===== src/rtl/hz_pkg.sv =====
package hz_pkg;

    // Execute-stage bypass select encoding.
    typedef enum logic [1:0] {
        SEL_REGFILE = 2'b00,
        SEL_WB      = 2'b01,
        SEL_MEM     = 2'b10
    } ex_sel_e;

    // Control bundle produced by the top-level combine step.
    typedef struct packed {
        logic pc_hold;
        logic ifid_hold;
        logic ifid_clear;
        logic idex_clear;
    } pipe_ctl_t;

endpackage


===== src/rtl/hz_ex_fwd.sv =====
module hz_ex_fwd #(
    parameter int RW = 5
) (
    input  logic [RW-1:0] src_i,
    input  logic          mem_wen_i,
    input  logic [RW-1:0] mem_wreg_i,
    input  logic          wb_wen_i,
    input  logic [RW-1:0] wb_wreg_i,
    output logic [1:0]    sel_o
);
    import hz_pkg::*;

    logic mem_hit_d;
    logic wb_hit_d;

    always_comb begin
        mem_hit_d = mem_wen_i && (mem_wreg_i != '0) && (mem_wreg_i == src_i);
        wb_hit_d  = wb_wen_i  && (wb_wreg_i  != '0) && (wb_wreg_i  == src_i);
        // Newer (memory-stage) value takes priority over writeback.
        if (mem_hit_d)
            sel_o = SEL_MEM;
        else if (wb_hit_d)
            sel_o = SEL_WB;
        else
            sel_o = SEL_REGFILE;
    end

endmodule


===== src/rtl/hz_br_fwd.sv =====
module hz_br_fwd #(
    parameter int RW = 5
) (
    input  logic [RW-1:0] src_i,
    input  logic          mem_wen_i,
    input  logic [RW-1:0] mem_wreg_i,
    output logic          sel_o
);

    always_comb begin
        sel_o = mem_wen_i && (mem_wreg_i != '0) && (mem_wreg_i == src_i);
    end

endmodule


===== src/rtl/hz_stall.sv =====
module hz_stall #(
    parameter int RW = 5
) (
    input  logic [RW-1:0] id_rs_i,
    input  logic [RW-1:0] id_rt_i,
    input  logic          id_branch_i,
    input  logic [RW-1:0] ex_wreg_i,
    input  logic          ex_wen_i,
    input  logic          ex_load_i,
    input  logic [RW-1:0] mem_wreg_i,
    input  logic          mem_wen_i,
    input  logic          mem_load_i,
    output logic          lu_stall_o,
    output logic          br_stall_o
);

    logic ex_dep_d;
    logic mem_dep_d;

    always_comb begin
        ex_dep_d  = ex_wen_i && (ex_wreg_i != '0) &&
                    ((ex_wreg_i == id_rs_i) || (ex_wreg_i == id_rt_i));
        mem_dep_d = mem_wen_i && (mem_wreg_i != '0) &&
                    ((mem_wreg_i == id_rs_i) || (mem_wreg_i == id_rt_i));

        // Load data appears only after the memory stage.
        lu_stall_o = ex_load_i && ex_dep_d;

        // Comparator sits in decode: an execute producer is never in reach,
        // a load in memory is not in reach either.
        br_stall_o = id_branch_i && (ex_dep_d || (mem_load_i && mem_dep_d));
    end

endmodule


===== src/rtl/hazard_ctrl.sv =====
module hazard_ctrl #(
    parameter int RW = 5
) (
    input  logic [RW-1:0] id_rs_i,
    input  logic [RW-1:0] id_rt_i,
    input  logic          id_branch_i,
    input  logic          br_taken_i,
    input  logic [RW-1:0] ex_rs_i,
    input  logic [RW-1:0] ex_rt_i,
    input  logic [RW-1:0] ex_wreg_i,
    input  logic          ex_wen_i,
    input  logic          ex_load_i,
    input  logic [RW-1:0] mem_wreg_i,
    input  logic          mem_wen_i,
    input  logic          mem_load_i,
    input  logic [RW-1:0] wb_wreg_i,
    input  logic          wb_wen_i,
    output logic [1:0]    exa_sel_o,
    output logic [1:0]    exb_sel_o,
    output logic          bra_sel_o,
    output logic          brb_sel_o,
    output logic          pc_hold_o,
    output logic          ifid_hold_o,
    output logic          ifid_clear_o,
    output logic          idex_clear_o
);
    import hz_pkg::*;

    localparam int NSRC = 2;

    logic [RW-1:0] ex_src  [NSRC];
    logic [RW-1:0] id_src  [NSRC];
    logic [1:0]    ex_sel  [NSRC];
    logic          br_sel  [NSRC];
    logic          lu_stall;
    logic          br_stall;
    pipe_ctl_t     ctl_d;

    always_comb begin
        ex_src[0] = ex_rs_i;
        ex_src[1] = ex_rt_i;
        id_src[0] = id_rs_i;
        id_src[1] = id_rt_i;
    end

    for (genvar g = 0; g < NSRC; g++) begin : g_src
        hz_ex_fwd #(.RW(RW)) u_exf (
            .src_i      (ex_src[g]),
            .mem_wen_i  (mem_wen_i),
            .mem_wreg_i (mem_wreg_i),
            .wb_wen_i   (wb_wen_i),
            .wb_wreg_i  (wb_wreg_i),
            .sel_o      (ex_sel[g])
        );
        hz_br_fwd #(.RW(RW)) u_brf (
            .src_i      (id_src[g]),
            .mem_wen_i  (mem_wen_i),
            .mem_wreg_i (mem_wreg_i),
            .sel_o      (br_sel[g])
        );
    end

    hz_stall #(.RW(RW)) u_stall (
        .id_rs_i     (id_rs_i),
        .id_rt_i     (id_rt_i),
        .id_branch_i (id_branch_i),
        .ex_wreg_i   (ex_wreg_i),
        .ex_wen_i    (ex_wen_i),
        .ex_load_i   (ex_load_i),
        .mem_wreg_i  (mem_wreg_i),
        .mem_wen_i   (mem_wen_i),
        .mem_load_i  (mem_load_i),
        .lu_stall_o  (lu_stall),
        .br_stall_o  (br_stall)
    );

    always_comb begin
        ctl_d            = '0;
        ctl_d.pc_hold    = lu_stall || br_stall;
        ctl_d.ifid_hold  = ctl_d.pc_hold;
        ctl_d.idex_clear = ctl_d.pc_hold;
        // A held decode instruction must not be discarded.
        ctl_d.ifid_clear = id_branch_i && br_taken_i && !ctl_d.pc_hold;
    end

    assign exa_sel_o    = ex_sel[0];
    assign exb_sel_o    = ex_sel[1];
    assign bra_sel_o    = br_sel[0];
    assign brb_sel_o    = br_sel[1];
    assign pc_hold_o    = ctl_d.pc_hold;
    assign ifid_hold_o  = ctl_d.ifid_hold;
    assign ifid_clear_o = ctl_d.ifid_clear;
    assign idex_clear_o = ctl_d.idex_clear;

endmodule


===== config.mk =====
export PLATFORM = sky130hd
export DESIGN_NAME = hazard_ctrl
export DESIGN_NICKNAME = d
export VERILOG_FILES = /design/src/rtl/hz_pkg.sv /design/src/rtl/hz_ex_fwd.sv /design/src/rtl/hz_br_fwd.sv /design/src/rtl/hz_stall.sv /design/src/rtl/hazard_ctrl.sv
export SDC_FILE = /design/constraint.sdc
export NUM_CORES = 1
export LEC_CHECK = 0
export ABC_AREA = 0
export ABC_CLOCK_PERIOD_IN_PS = 3100
export BUFFER_PORTS_ARGS = -buffer_cell sky130_fd_sc_hd__buf_2
export CORE_MARGIN = 3
export CORE_UTILIZATION = 41
export DETAILED_ROUTE_END_ITERATION = 10
export GPL_TIMING_DRIVEN = 0
export PLACE_DENSITY_LB_ADDON = 0.12
export SYNTH_ARGS = -nofsm -noshare
export SYNTH_HDL_FRONTEND = slang
export SYNTH_SLANG_ARGS = --single-unit

===== constraint.sdc =====
create_clock -name vclk -period 3.1
set_clock_uncertainty 0.2 [all_clocks]
set_input_delay 0.62 -clock vclk [all_inputs]
set_output_delay 0.62 -clock vclk [all_outputs]
set_load 0.02 [all_outputs]

# Word level (Yosys, flattened, before mapping)

Index checks and enable logic that the tools add are counted.

Register bits: 0
Input port bits: 42
Logic and storage cells: 36

Eq/ne operators: 8
Multiplexer cells: 4
Reduce and logical (&&, ||, !) cells: 24

Operators with widths:

| operator            | count |
|---|---|
| $eq A5 B5 Y1        | 8 |
| $logic_and A1 B1 Y1 | 16 |
| $reduce_bool A5 Y1  | 3 |
| $logic_or A1 B1 Y1  | 4 |
| $mux W2             | 2 |
| $mux W1             | 2 |
| $logic_not A1 Y1    | 1 |

# Depth between registers and ports, before layout

Depth in word-level cells: 9
Depth in mapped cells: 7
Depth with buffers taken out: 5

# Cells and area by module

A second synthesis with hierarchy kept.

Cells, all modules: 104
Area total of the unflattened synthesis: 778.2 um^2

Modules (own cells, without submodules):

| module      | times used | cells each | area each (um^2) | sequential area each (um^2) |
|---|---|---|---|---|
| hz_ex_fwd   | 2          | 21         | 158.9            | 0.0 |
| hz_stall    | 1          | 38         | 274.0            | 0.0 |
| hz_br_fwd   | 2          | 10         | 76.3             | 0.0 |
| hazard_ctrl | 1          | 4          | 33.8             | 0.0 |

# Worst setup path after synthesis

Ideal clock, no wire load.

Kind: in2out
Start point: in mem_wreg_i[3]
End point: out exa_sel_o[0]
Data arrival time: 2.071 ns
Required time: 2.280 ns
Slack: 0.209 ns
Stages: 5
Path buffers: 1
Path through: buf_2 > or4_4 > o21ai_4 > nor4_2 > nor4_2

Cells in the longest elaborated chain, start to end: 4
Elaborated cells between the ends (all ways): 5

RTL lines:

| item                         | RTL line          | RTL |
|---|---|---|
| start: declaration           | hazard_ctrl.sv:13 | `input logic [RW-1:0] mem_wreg_i,` |
| $reduce_bool A5 Y1           | hz_ex_fwd.sv:17   | `mem_hit_d = mem_wen_i && (mem_wreg_i != '0) && (mem_wreg_i == src_i);` |
| $logic_and A1 B1 Y1          | hz_ex_fwd.sv:17   |  |
| $logic_and A1 B1 Y1 *        | hz_ex_fwd.sv:17   |  |
| net g_src[0].u_exf.mem_hit_d | hz_ex_fwd.sv:13   | `logic mem_hit_d;` |
| $mux W2 *                    | hz_ex_fwd.sv:20   | `if (mem_hit_d)` |
| end: declaration             | hazard_ctrl.sv:18 | `output logic [1:0] exa_sel_o,` |

The timed path passes the listed nets; every way through them passes the cells marked *.

# Worst setup path after layout

Start point: in mem_wreg_i[4]
End point: out pc_hold_o

Cells in the longest elaborated chain, start to end: 7
Elaborated cells between the ends (all ways): 10

RTL lines:

| item                                                             | RTL line                       | RTL |
|---|---|---|
| $eq A5 B5 Y1 / $reduce_bool A5 Y1 (equally long branches)        | hz_stall.sv:24, hz_stall.sv:23 |  |
| $logic_or A1 B1 Y1 / $logic_and A1 B1 Y1 (equally long branches) | hz_stall.sv:24, hz_stall.sv:23 |  |
| $logic_and A1 B1 Y1 *                                            | hz_stall.sv:23                 | `mem_dep_d = mem_wen_i && (mem_wreg_i != '0) &&` |
| $logic_and A1 B1 Y1 *                                            | hz_stall.sv:31                 | `br_stall_o = id_branch_i && (ex_dep_d \|\| (mem_load_i && mem_dep_d));` |
| $logic_or A1 B1 Y1 *                                             | hz_stall.sv:31                 |  |
| $logic_and A1 B1 Y1 *                                            | hz_stall.sv:31                 |  |
| $logic_or A1 B1 Y1 *                                             | hazard_ctrl.sv:79              | `ctl_d.pc_hold = lu_stall \|\| br_stall;` |
| end: declaration                                                 | hazard_ctrl.sv:22              | `output logic pc_hold_o,` |

Every way passes the cells marked *; elsewhere a longest branch is shown, timed or not.

==> summary.md <==
| Metric | Value |
|---|---|
| IO buf count | 47 |
| Worst Hold Depth | 4 |
| Max Cap Viol | 0 |
| Status | finished, final reports clean |
| Nets | 170 |
| Vias in the first global route | around 580 |
| Layout clock buffers | 0 |
| Netlist cell types | 21 |
| Setup violations, final | 0 |
| Diodes inserted | 0 |
| Crit. End Element | primary output |
| Actual slew at the worst max-slew pin | a little over 0.3 ns |
| Largest net degree at the start of global routing | 6 |
| Num rows | 13 |
| Hold WC Path Type | input pin to primary output |
| Total power | ~0.11 mW |
| Mapped Cells | 79 |
| Register area | 0 um2 |
| PwrDens | roughly 130 nW/um2 |
| ANT nets after route | 0 |
| LEAKAGE | 0.431 nW |
| Period utilisation layout | 0.935 |
| Post-Syn Area | between 600 and 700 um2 |
| Setup TNS | 0 ns |
| Leading area contributor after synthesis | xor2_1 |
| Min cycle time layout | between 2 and 3 ns |
| Starting Density | 0.454 |
| Via count | 675 |
| Worst setup path class | input pin to primary output |
| Commonest cells post-synth | xor2_1 (26), xnor2_1 (14), nand3_1 (6) |
| Slew Viols, Final | 0 |
| Most area-consuming cells after synthesis | xor2_1 (37%), xnor2_1 (20%), nor4_2 (8.1%) |
| Iteration-0 DRC Markers | 1 |
| Mean number of vias per cell | roughly 4.8 |
| Total GRT Usage | 0.162 |
| Slew margin rel. | 0.796 |
| Die W | ~45 um |
| Count leader, synth | xor2_1 |
| Sequential element share of the synthesized area | 0 |
| Final wirelength | about 1.6 mm |
| Top cell type's share of synthesized area | 0.367 |
| DRC | 0 |
| Drt first pass iters | 3 |
| Setup bufs post-CTS | 0 |
| Hold EP | ifid_clear_o |
| I/O Pins | 52 |
| Initial antenna violation count | 0 |
| Crit path DAT | between 2 and 2.5 ns |
| RSZ-0062 raised after global routing | no |
| First-pass GRT wire length | 2.53 mm |
| Mapped Nets | about 120 |
| Synth Warn # | 0 |
| Final hold violation count | 0 |
| Ratio of cells with drive above 1 in the final layout | 0.484 |
| Hold buffers post-CTS | 0 |
| Max FO, Critical Path | 5 |
| Worst EP required | ~2.3 ns |
| Placer Congestion | about 0.78 |
| Wire per inst | ~12 um |
| CORE AREA | 1370 um2 |
| FF+latch count | 0 |
| Fin util | 0.641 |
| Die height | about 45 um |
| Fill cells | 142 |
| VDD IR-drop max | roughly 0.067 mV |
| Total Die Area | roughly 2000 um2 |
| Hold Path Origin | br_taken_i |
| Startpoint Class | input pin |
| Hold Slack | around 1.4 ns |
| Overflow after GRT | 0 |
| Fmax | 345 MHz |
| Area Overhead vs Synth | 41.1% |
| DP HPWL | around 1.5 mm |
| Post-synthesis area per instance | just under 8 um2 |
## layout by cell type, fill, tap and decap left out
master / n
buf_2: 48
xor2_1: 26
xnor2_1: 14
nand3_1: 6
nor3_1: 5
nor4_2: 4
or4_1: 4
buf_4: 4
clkbuf_2: 2
nor2_1: 2
buf_6: 1
clkbuf_1: 1
or4_4: 1
o21ai_4: 1
o21ai_0: 1
inv_1: 1
a211oi_1: 1
o221ai_1: 1
a21oi_1: 1
a21o_1: 1
nand2_1: 1
## power by group
group | internal, mW | total, mW | switching [mW] | leakage [nW]
Clock | 0 | 0 | 0 | 0
Combinational | 0.0559 | 0.113 | 0.0566 | 0.431
Sequential | 0 | 0 | 0 | 0
Total | 0.0559 | 0.113 | 0.0566 | 0.431
## timing repair
action | CTS | global route
endpoints found under the setup margin | 0 | 2
resized for setup | 0 | 2
hold endpoints to repair | 0 | 0
## layer usage
metal | part of all wire | routed length (um) | vias to the layer above | GRT usage
li1 | - | - | 360 | -
met1 | 0.43 | 711 | 291 | 0.233
met5 | 0 | 0 | - | 0
met4 | 0 | 0 | 0 | 0
met2 | 0.49 | 807 | 24 | 0.289
met3 | 0.073 | 119 | 0 | 0
## through the flow
| step | worst slack [ns] | std cells | instance area (um2) |
|---|---|---|---|
| floorplan | 0.209 | 79 | 621 |
| global placement | 0.184 | 141 | 875 |
| detailed placement | 0.185 | 141 | 875 |
| CTS | 0.184 | 141 | 875 |
| global route | 0.0128 | 141 | 876 |
| finish | 0.202 | 141 | 876 |
## worst max-delay path, stage by stage
cell	delay (ns)
clkbuf_1	0.16
or4_4	0.53
o21ai_4	0.20
a211oi_1	0.08
a21o_1	0.21
buf_4	0.13
buf_2	0.15
## layout make-up
type	count	area (um2)	area share
repair buffers	47	235	0.269
well taps	15	18.8	0.0214
plain buffers	9	60.1	0.0686
inverters	1	3.75	0.00429
multi-input cells	69	558	0.637
## how the worst max path moves through the flow
stage                              from            to  cells after the start
final                     mem_wreg_i[4]     pc_hold_o                      7
after global routing      mem_wreg_i[4]     pc_hold_o                      8
after CTS                 mem_wreg_i[0]     pc_hold_o                      8
after detailed placement  mem_wreg_i[0]     pc_hold_o                      8
after global placement    mem_wreg_i[0]   ifid_hold_o                      8
after floorplan           mem_wreg_i[3]  exa_sel_o[0]                      5
## cells by family (layout without fill, tap and decap cells)
family	after synthesis	in the layout	share of synthesized area
xor+xnor	40	40	0.565
simple gates	23	23	0.254
buf+inv	10	57	0.101
compound gates	6	6	0.0806
(Power assumes the default switching activity.)
